==> config.mk <==
export PLATFORM = sky130hd
export DESIGN_NAME = spec_rob
export DESIGN_NICKNAME = d
export VERILOG_FILES = /design/src/rtl/rob_pkg.sv /design/src/rtl/rob_ptr_ctl.sv /design/src/rtl/rob_entries.sv /design/src/rtl/rob_rename.sv /design/src/rtl/spec_rob.sv
export SDC_FILE = /design/constraint.sdc
export NUM_CORES = 1
export LEC_CHECK = 0
export ABC_AREA = 1
export BUFFER_PORTS_ARGS = -buffer_cell sky130_fd_sc_hd__buf_4
export CAP_MARGIN = 15
export CORE_MARGIN = 4
export CORE_UTILIZATION = 57
export CTS_BUF_LIST = sky130_fd_sc_hd__clkbuf_8
export DETAILED_ROUTE_END_ITERATION = 10
export GPL_ROUTABILITY_DRIVEN = 0
export HOLD_SLACK_MARGIN = 0.02
export PLACE_DENSITY_LB_ADDON = 0.12
export REMOVE_ABC_BUFFERS = 1
export SKIP_CTS_REPAIR_TIMING = 1
export SYNTH_ARGS = -nofsm -noshare
export SYNTH_HDL_FRONTEND = slang
export SYNTH_SLANG_ARGS = --single-unit
==> constraint.sdc <==
create_clock -name clk -period 4.6 [get_ports clk]
set_input_delay 0.46 -clock clk [delete_from_list [all_inputs] [get_ports clk]]
set_output_delay 0.46 -clock clk [all_outputs]
set_load 0.03 [all_outputs]
==> src/rtl/rob_pkg.sv <==
package rob_pkg;
  typedef enum logic [1:0] {
    KIND_ALU    = 2'd0,
    KIND_STORE  = 2'd1,
    KIND_BRANCH = 2'd2
  } rob_kind_e;
endpackage

==> src/rtl/rob_ptr_ctl.sv <==
module rob_ptr_ctl #(
  parameter int DEPTH = 8,
  localparam int TAG_W = $clog2(DEPTH),
  localparam int OCC_W = $clog2(DEPTH + 1)
) (
  input  logic             clk,
  input  logic             rst_n,
  input  logic             alloc_fire,
  input  logic             commit_fire,
  input  logic             flush_fire,
  output logic [TAG_W-1:0] head,
  output logic [TAG_W-1:0] tail,
  output logic [OCC_W-1:0] occ,
  output logic             full
);
  logic [TAG_W-1:0] head_d, tail_d;
  logic [OCC_W-1:0] occ_d;

  function automatic logic [TAG_W-1:0] step(input logic [TAG_W-1:0] p);
    return (p == TAG_W'(DEPTH - 1)) ? '0 : p + 1'b1;
  endfunction

  always_comb begin
    head_d = head;
    tail_d = tail;
    occ_d  = occ;
    if (flush_fire) begin
      head_d = '0;
      tail_d = '0;
      occ_d  = '0;
    end else begin
      if (alloc_fire)  tail_d = step(tail);
      if (commit_fire) head_d = step(head);
      case ({alloc_fire, commit_fire})
        2'b10:   occ_d = occ + OCC_W'(1);
        2'b01:   occ_d = occ - OCC_W'(1);
        default: occ_d = occ;
      endcase
    end
  end

  always_ff @(posedge clk or negedge rst_n) begin
    if (!rst_n) begin
      head <= '0;
      tail <= '0;
      occ  <= '0;
    end else begin
      head <= head_d;
      tail <= tail_d;
      occ  <= occ_d;
    end
  end

  assign full = (occ == OCC_W'(DEPTH));
endmodule

==> src/rtl/rob_entries.sv <==
module rob_entries
  import rob_pkg::*;
#(
  parameter int DEPTH  = 8,
  parameter int AREG_W = 4,
  parameter int ADDR_W = 16,
  parameter int DATA_W = 32,
  localparam int TAG_W = $clog2(DEPTH)
) (
  input  logic              clk,
  input  logic              rst_n,
  input  logic              alloc_fire,
  input  logic [TAG_W-1:0]  alloc_idx,
  input  rob_kind_e         alloc_kind,
  input  logic [AREG_W-1:0] alloc_dreg,
  input  logic [ADDR_W-1:0] alloc_addr,
  input  logic              cdb_valid,
  input  logic [TAG_W-1:0]  cdb_tag,
  input  logic [DATA_W-1:0] cdb_value,
  input  logic              cdb_mispred,
  input  logic              free_fire,
  input  logic              flush_fire,
  input  logic [TAG_W-1:0]  head_idx,
  output logic              head_valid,
  output logic              head_done,
  output rob_kind_e         head_kind,
  output logic [AREG_W-1:0] head_dreg,
  output logic [ADDR_W-1:0] head_addr,
  output logic [DATA_W-1:0] head_value,
  output logic              head_mispred
);
  logic              valid_v [DEPTH];
  logic              done_v  [DEPTH];
  logic              mis_v   [DEPTH];
  rob_kind_e         kind_v  [DEPTH];
  logic [AREG_W-1:0] dreg_v  [DEPTH];
  logic [ADDR_W-1:0] addr_v  [DEPTH];
  logic [DATA_W-1:0] value_v [DEPTH];

  for (genvar i = 0; i < DEPTH; i++) begin : g_slot
    logic              v_q, v_d, d_q, d_d, m_q, m_d;
    rob_kind_e         k_q;
    logic [AREG_W-1:0] r_q;
    logic [ADDR_W-1:0] a_q;
    logic [DATA_W-1:0] x_q;
    logic              take_alloc, take_cdb, take_free;

    assign take_alloc = alloc_fire && (alloc_idx == TAG_W'(i));
    assign take_cdb   = cdb_valid && (cdb_tag == TAG_W'(i)) && v_q && !d_q;
    assign take_free  = free_fire && (head_idx == TAG_W'(i));

    always_comb begin
      v_d = v_q;
      d_d = d_q;
      m_d = m_q;
      if (flush_fire) begin
        v_d = 1'b0;
        d_d = 1'b0;
      end else begin
        if (take_free) begin
          v_d = 1'b0;
          d_d = 1'b0;
        end
        if (take_alloc) begin
          v_d = 1'b1;
          d_d = 1'b0;
          m_d = 1'b0;
        end
        if (take_cdb) begin
          d_d = 1'b1;
          m_d = cdb_mispred;
        end
      end
    end

    always_ff @(posedge clk or negedge rst_n) begin
      if (!rst_n) begin
        v_q <= 1'b0;
        d_q <= 1'b0;
        m_q <= 1'b0;
      end else begin
        v_q <= v_d;
        d_q <= d_d;
        m_q <= m_d;
      end
    end

    always_ff @(posedge clk) begin
      if (take_alloc) begin
        k_q <= alloc_kind;
        r_q <= alloc_dreg;
        a_q <= alloc_addr;
      end
      if (take_cdb) x_q <= cdb_value;
    end

    assign valid_v[i] = v_q;
    assign done_v[i]  = d_q;
    assign mis_v[i]   = m_q;
    assign kind_v[i]  = k_q;
    assign dreg_v[i]  = r_q;
    assign addr_v[i]  = a_q;
    assign value_v[i] = x_q;
  end

  assign head_valid   = valid_v[head_idx];
  assign head_done    = done_v[head_idx];
  assign head_mispred = mis_v[head_idx];
  assign head_kind    = kind_v[head_idx];
  assign head_dreg    = dreg_v[head_idx];
  assign head_addr    = addr_v[head_idx];
  assign head_value   = value_v[head_idx];
endmodule

==> src/rtl/rob_rename.sv <==
module rob_rename #(
  parameter int AREGS = 16,
  parameter int TAG_W = 3,
  localparam int AREG_W = $clog2(AREGS)
) (
  input  logic              clk,
  input  logic              rst_n,
  input  logic              set_en,
  input  logic [AREG_W-1:0] set_reg,
  input  logic [TAG_W-1:0]  set_tag,
  input  logic              clr_en,
  input  logic [AREG_W-1:0] clr_reg,
  input  logic [TAG_W-1:0]  clr_tag,
  input  logic              wipe,
  input  logic [AREG_W-1:0] look_reg,
  output logic              look_busy,
  output logic [TAG_W-1:0]  look_tag
);
  logic             busy_v [AREGS];
  logic [TAG_W-1:0] tag_v  [AREGS];

  for (genvar r = 0; r < AREGS; r++) begin : g_map
    logic             b_q, b_d;
    logic [TAG_W-1:0] t_q;
    logic             hit_set, hit_clr;

    assign hit_set = set_en && (set_reg == AREG_W'(r));
    assign hit_clr = clr_en && (clr_reg == AREG_W'(r)) && b_q && (t_q == clr_tag);

    always_comb begin
      b_d = b_q;
      if (wipe)         b_d = 1'b0;
      else if (hit_set) b_d = 1'b1;
      else if (hit_clr) b_d = 1'b0;
    end

    always_ff @(posedge clk or negedge rst_n) begin
      if (!rst_n) b_q <= 1'b0;
      else        b_q <= b_d;
    end

    always_ff @(posedge clk or negedge rst_n) begin
      if (!rst_n)       t_q <= '0;
      else if (hit_set) t_q <= set_tag;
    end

    assign busy_v[r] = b_q;
    assign tag_v[r]  = t_q;
  end

  assign look_busy = busy_v[look_reg];
  assign look_tag  = tag_v[look_reg];
endmodule

==> src/rtl/spec_rob.sv <==
module spec_rob
  import rob_pkg::*;
#(
  parameter int DEPTH  = 8,
  parameter int AREGS  = 16,
  parameter int DATA_W = 32,
  parameter int ADDR_W = 16,
  localparam int TAG_W  = $clog2(DEPTH),
  localparam int AREG_W = $clog2(AREGS),
  localparam int OCC_W  = $clog2(DEPTH + 1)
) (
  input  logic              clk,
  input  logic              rst_n,
  input  logic              alloc_req,
  input  logic              alloc_rs_free,
  input  logic [1:0]        alloc_kind,
  input  logic [AREG_W-1:0] alloc_dreg,
  input  logic [ADDR_W-1:0] alloc_addr,
  output logic              alloc_gnt,
  output logic [TAG_W-1:0]  alloc_tag,
  input  logic              cdb_valid,
  input  logic [TAG_W-1:0]  cdb_tag,
  input  logic [DATA_W-1:0] cdb_value,
  input  logic              cdb_mispred,
  input  logic [AREG_W-1:0] look_reg,
  output logic              look_busy,
  output logic [TAG_W-1:0]  look_tag,
  output logic              rf_we,
  output logic [AREG_W-1:0] rf_waddr,
  output logic [DATA_W-1:0] rf_wdata,
  output logic              st_we,
  output logic [ADDR_W-1:0] st_addr,
  output logic [DATA_W-1:0] st_wdata,
  output logic              flush
);
  logic [TAG_W-1:0]  head, tail;
  logic [OCC_W-1:0]  occ;
  logic              full;
  logic              head_valid, head_done, head_mispred;
  rob_kind_e         head_kind;
  logic [AREG_W-1:0] head_dreg;
  logic [ADDR_W-1:0] head_addr;
  logic [DATA_W-1:0] head_value;
  logic              head_ready, flush_fire, commit_fire;
  logic              rf_we_d, st_we_d;

  assign head_ready  = head_valid && head_done;
  assign flush_fire  = head_ready && (head_kind == KIND_BRANCH) && head_mispred;
  assign commit_fire = head_ready && !flush_fire;
  assign alloc_gnt   = alloc_req && alloc_rs_free && !full && !flush_fire;
  assign alloc_tag   = tail;

  rob_ptr_ctl #(.DEPTH(DEPTH)) u_ptr (
    .clk         (clk),
    .rst_n       (rst_n),
    .alloc_fire  (alloc_gnt),
    .commit_fire (commit_fire),
    .flush_fire  (flush_fire),
    .head        (head),
    .tail        (tail),
    .occ         (occ),
    .full        (full)
  );

  rob_entries #(
    .DEPTH(DEPTH), .AREG_W(AREG_W), .ADDR_W(ADDR_W), .DATA_W(DATA_W)
  ) u_ent (
    .clk          (clk),
    .rst_n        (rst_n),
    .alloc_fire   (alloc_gnt),
    .alloc_idx    (tail),
    .alloc_kind   (rob_kind_e'(alloc_kind)),
    .alloc_dreg   (alloc_dreg),
    .alloc_addr   (alloc_addr),
    .cdb_valid    (cdb_valid),
    .cdb_tag      (cdb_tag),
    .cdb_value    (cdb_value),
    .cdb_mispred  (cdb_mispred),
    .free_fire    (commit_fire),
    .flush_fire   (flush_fire),
    .head_idx     (head),
    .head_valid   (head_valid),
    .head_done    (head_done),
    .head_kind    (head_kind),
    .head_dreg    (head_dreg),
    .head_addr    (head_addr),
    .head_value   (head_value),
    .head_mispred (head_mispred)
  );

  rob_rename #(.AREGS(AREGS), .TAG_W(TAG_W)) u_ren (
    .clk       (clk),
    .rst_n     (rst_n),
    .set_en    (alloc_gnt && (alloc_kind == KIND_ALU)),
    .set_reg   (alloc_dreg),
    .set_tag   (tail),
    .clr_en    (commit_fire && (head_kind == KIND_ALU)),
    .clr_reg   (head_dreg),
    .clr_tag   (head),
    .wipe      (flush_fire),
    .look_reg  (look_reg),
    .look_busy (look_busy),
    .look_tag  (look_tag)
  );

  assign rf_we_d = commit_fire && (head_kind == KIND_ALU);
  assign st_we_d = commit_fire && (head_kind == KIND_STORE);

  always_ff @(posedge clk or negedge rst_n) begin
    if (!rst_n) begin
      rf_we <= 1'b0;
      st_we <= 1'b0;
      flush <= 1'b0;
    end else begin
      rf_we <= rf_we_d;
      st_we <= st_we_d;
      flush <= flush_fire;
    end
  end

  always_ff @(posedge clk or negedge rst_n) begin
    if (!rst_n) begin
      rf_waddr <= '0;
      rf_wdata <= '0;
      st_addr  <= '0;
      st_wdata <= '0;
    end else begin
      if (rf_we_d) begin
        rf_waddr <= head_dreg;
        rf_wdata <= head_value;
      end
      if (st_we_d) begin
        st_addr  <= head_addr;
        st_wdata <= head_value;
      end
    end
  end
endmodule

==> impl_metrics.json <==
{
  "r2r-end": "u_ent.g_slot[0].a_q[10]",
  "tightestPinTransition_ps": 1110,
  "path_max_fanout": 138,
  "final_cells": 3139,
  "seq_power_share": 0.409,
  "core-area_mm2": 0.0444,
  "dieArea_mm2": 0.0487,
  "ys_seq_elements": 617,
  "num-nets-final": 2544,
  "cts_root_buffer": "clkbuf_8",
  "path_clk_slew_ps": 60,
  "drive_gt1_frac": 0.150,
  "first_iter_violations": 1917,
  "r2r_cells": 11,
  "synth_seq_area_share": 0.683,
  "yosys.area.top_type_share": 0.503,
  "layout-area-overhead-vs-synth_pct": 16.2,
  "placed_cells": 2905,
  "irDropWorstVdd_mv": 0.394,
  "initial_core_util": 0.580,
  "fill_cells": 3338,
  "seq_area_mm2": 0.0176,
  "synth_area_leaders": "edfxtp_1 (50%), dfrtp_1 (18%), o21ai_0 (6.1%), nand2_1 (4.9%), nor2_1 (4.9%)",
  "cp-endpoint": "alloc_gnt",
  "fin_worst_skew_ps": 30.0,
  "cts_max_path_buffers": 3,
  "grt_max_degree": 139,
  "start_kind": "flop",
  "dp_hpwl_um": 36600,
  "swShare": 0.371,
  "hold_viol": 0,
  "wl_um": 63200,
  "dieWidth_um": 221,
  "antenna_left": 0,
  "insertion_delay_ps": 680,
  "syn_area_mm2": 0.0258,
  "multiInputGateArea_mm2": 0.00721,
  "firstDrtPassIters": 6,
  "rrSetupSlack_ps": 880,
  "critPathArrivalTime_ps": 3610,
  "synth.most_common_cell": "edfxtp_1",
  "ys_top_cells_by_count": "edfxtp_1 (432), nand2_1 (336), nor2_1 (336), o21ai_0 (312), dfrtp_1 (185)",
  "worstSetupStartpoint": "u_ptr.head[0]",
  "drv_cap": 0,
  "synth_area_leader_cell": "edfxtp_1",
  "overflow": 0,
  "h-tree-depth": 3,
  "min_from": "alloc_kind[1]",
  "grt_use_total": 0.261,
  "worst-setup-path-type": "flop to output pin",
  "net-switching-power_mw": 6.66,
  "cts_tree": "yes",
  "status": "completed",
  "antenna_found_initial": 1,
  "std_cell_rows": 77,
  "maxSlewViolCount": 0,
  "worst_r2r_startpoint": "u_ptr.head[0]",
  "holdCritPathClass": "input port to flop",
  "setup_viol": 0,
  "leakage_nw": 11.6,
  "die_h_um": 221,
  "drc_errors": 0,
  "p_per_area_mw_per_mm2": 600,
  "pre_cts_ws_ps": 947,
  "fin_ws_ps": 528,
  "synth_flop_cell": "edfxtp_1",
  "clock-sinks": 617,
  "p_comb_frac": 0.325,
  "grt_setup_unrepaired": "no",
  "antenna_cells": 0,
  "vias": 18200,
  "pwr-share-clk": 0.266,
  "port_buffers": 161,
  "post_drt_wl_per_cell_um": 20.1,
  "fin_crit_sh": 0.885,
  "power.internal_mw": 11.3,
  "min_period_ps": 4070,
  "ys_warn_count": 0,
  "p_total_mw": 18.0,
  "synthCells": 2255,
  "worst_setup_path_end_kind": "output pin",
  "worst_ep_required_time_ps": 4140,
  "cts_buffers": 98,
  "grt_pass1_vias": 17800,
  "io_pins": 162,
  "syn_avg_cell_area_um2": 11.4,
  "async_reset_ff_frac": 0.300,
  "ys_types": 45,
  "post_dp_cell_area_mm2": 0.0274,
  "final_area_mm2": 0.0299,
  "max_freq_ghz": 0.246,
  "grt_pass1_wl_um": 98700,
  "routed_via_density": 5.80,
  "slew_headroom": 0.253,
  "synth_edf_count": 432
}
## how the worst min path moves through the flow
stage                                         to  depth (start not counted)
after floorplan                            flush                          0
after global placement               rf_waddr[2]                          2
after detailed placement             rf_waddr[2]                          2
after CTS                             st_addr[0]                          1
after global routing      u_ent.g_slot[6].k_q[1]                          1
final                     u_ent.g_slot[6].k_q[1]                          1
## area by class of cell
type	instances	area share
Inverter	89	0.0114
Tap cell	592	0.0247
Multi-Input combinational cell	1412	0.241
Timing Repair Buffer	244	0.0663
Sequential cell	617	0.588
Clock buffer	113	0.0519
Clock inverter	72	0.0168
## per-layer routing
metal,GRT usage,vias up,part of all wire
li1,-,8466,-
met1,0.362,8883,0.42
met2,0.423,735,0.48
met3,0.0585,106,0.078
met4,0.0693,2,0.020
met5,0,-,0.00032
## kinds of logic after synthesis
family,count (synthesis),synth area share
fa+ha+maj,15,0.00757
mux,17,0.00660
buf+inv,226,0.0398
flops,617,0.683
compound gates,553,0.119
simple gates,803,0.135
xor+xnor,24,0.00816
## cells in the final DEF, fill, tap and decap left out, drive strengths merged, types with 2 or more instances in the layout
master       count
bufinv           7
nor4             8
nor2           341
nor3             4
clkinv          31
nand4           33
o211ai           6
o21ai          387
o22ai           74
a2111oi          2
edfxtp         432
nand2          338
buf            194
nand3b           4
mux2i           17
ha              14
a21oi           12
xnor2           20
inv            122
or2              2
a31oi           30
clkbuf         114
nand3           73
dfrtp          185
dlygate4sd3     49
o221ai          39
xor2             4
## worst max-delay path, cell delays in order, from the launching register on
cell and delay, ps:
dfrtp_4 760, buf_12 480, nand3_1 180, nand2_1 110, nand2_1 50, nand3_1 110
nand2_2 110, inv_2 210, nand3_4 170, inv_2 290, nor2_4 130, buf_4 200
## state kept, by name, indices dropped and copies added, names as in the netlist
register          cells
u_ptr.head            3
u_ent.g_slot.r_q     32
rf_wdata             32
u_ent.g_slot.k_q     16
rf_waddr              4
u_ren.g_map.b_q      16
st_wdata             32
u_ptr.occ             4
st_we                 1
u_ent.g_slot.x_q    256
u_ent.g_slot.a_q    128
flush                 1
u_ent.g_slot.v_q      8
u_ptr.tail            3
rf_we                 1
u_ent.g_slot.d_q      8
st_addr              16
u_ren.g_map.t_q      48
u_ent.g_slot.m_q      8
## metrics by stage
step	hold WS (ps)	util	TNS, ps
global route	22.5	0.674	0
detailed placement	464	0.617	0
finish	55.1	0.674	0
global placement	465	0.617	0
floorplan	164	-	-1127670
CTS	-84.0	0.663	0
## power groups by stage
stage / clock network (mW) / registers (mW) / logic [mW]
final: 4.78 / 7.34 / 5.84
after global routing: 5.15 / 7.42 / 6.45
after CTS: 4.88 / 7.33 / 5.83
after detailed placement: 0 / 7.43 / 5.81
after global placement: 0 / 7.41 / 5.67
after floorplan: 0 / 8.20 / 2.94
(Power assumes the default switching activity.)
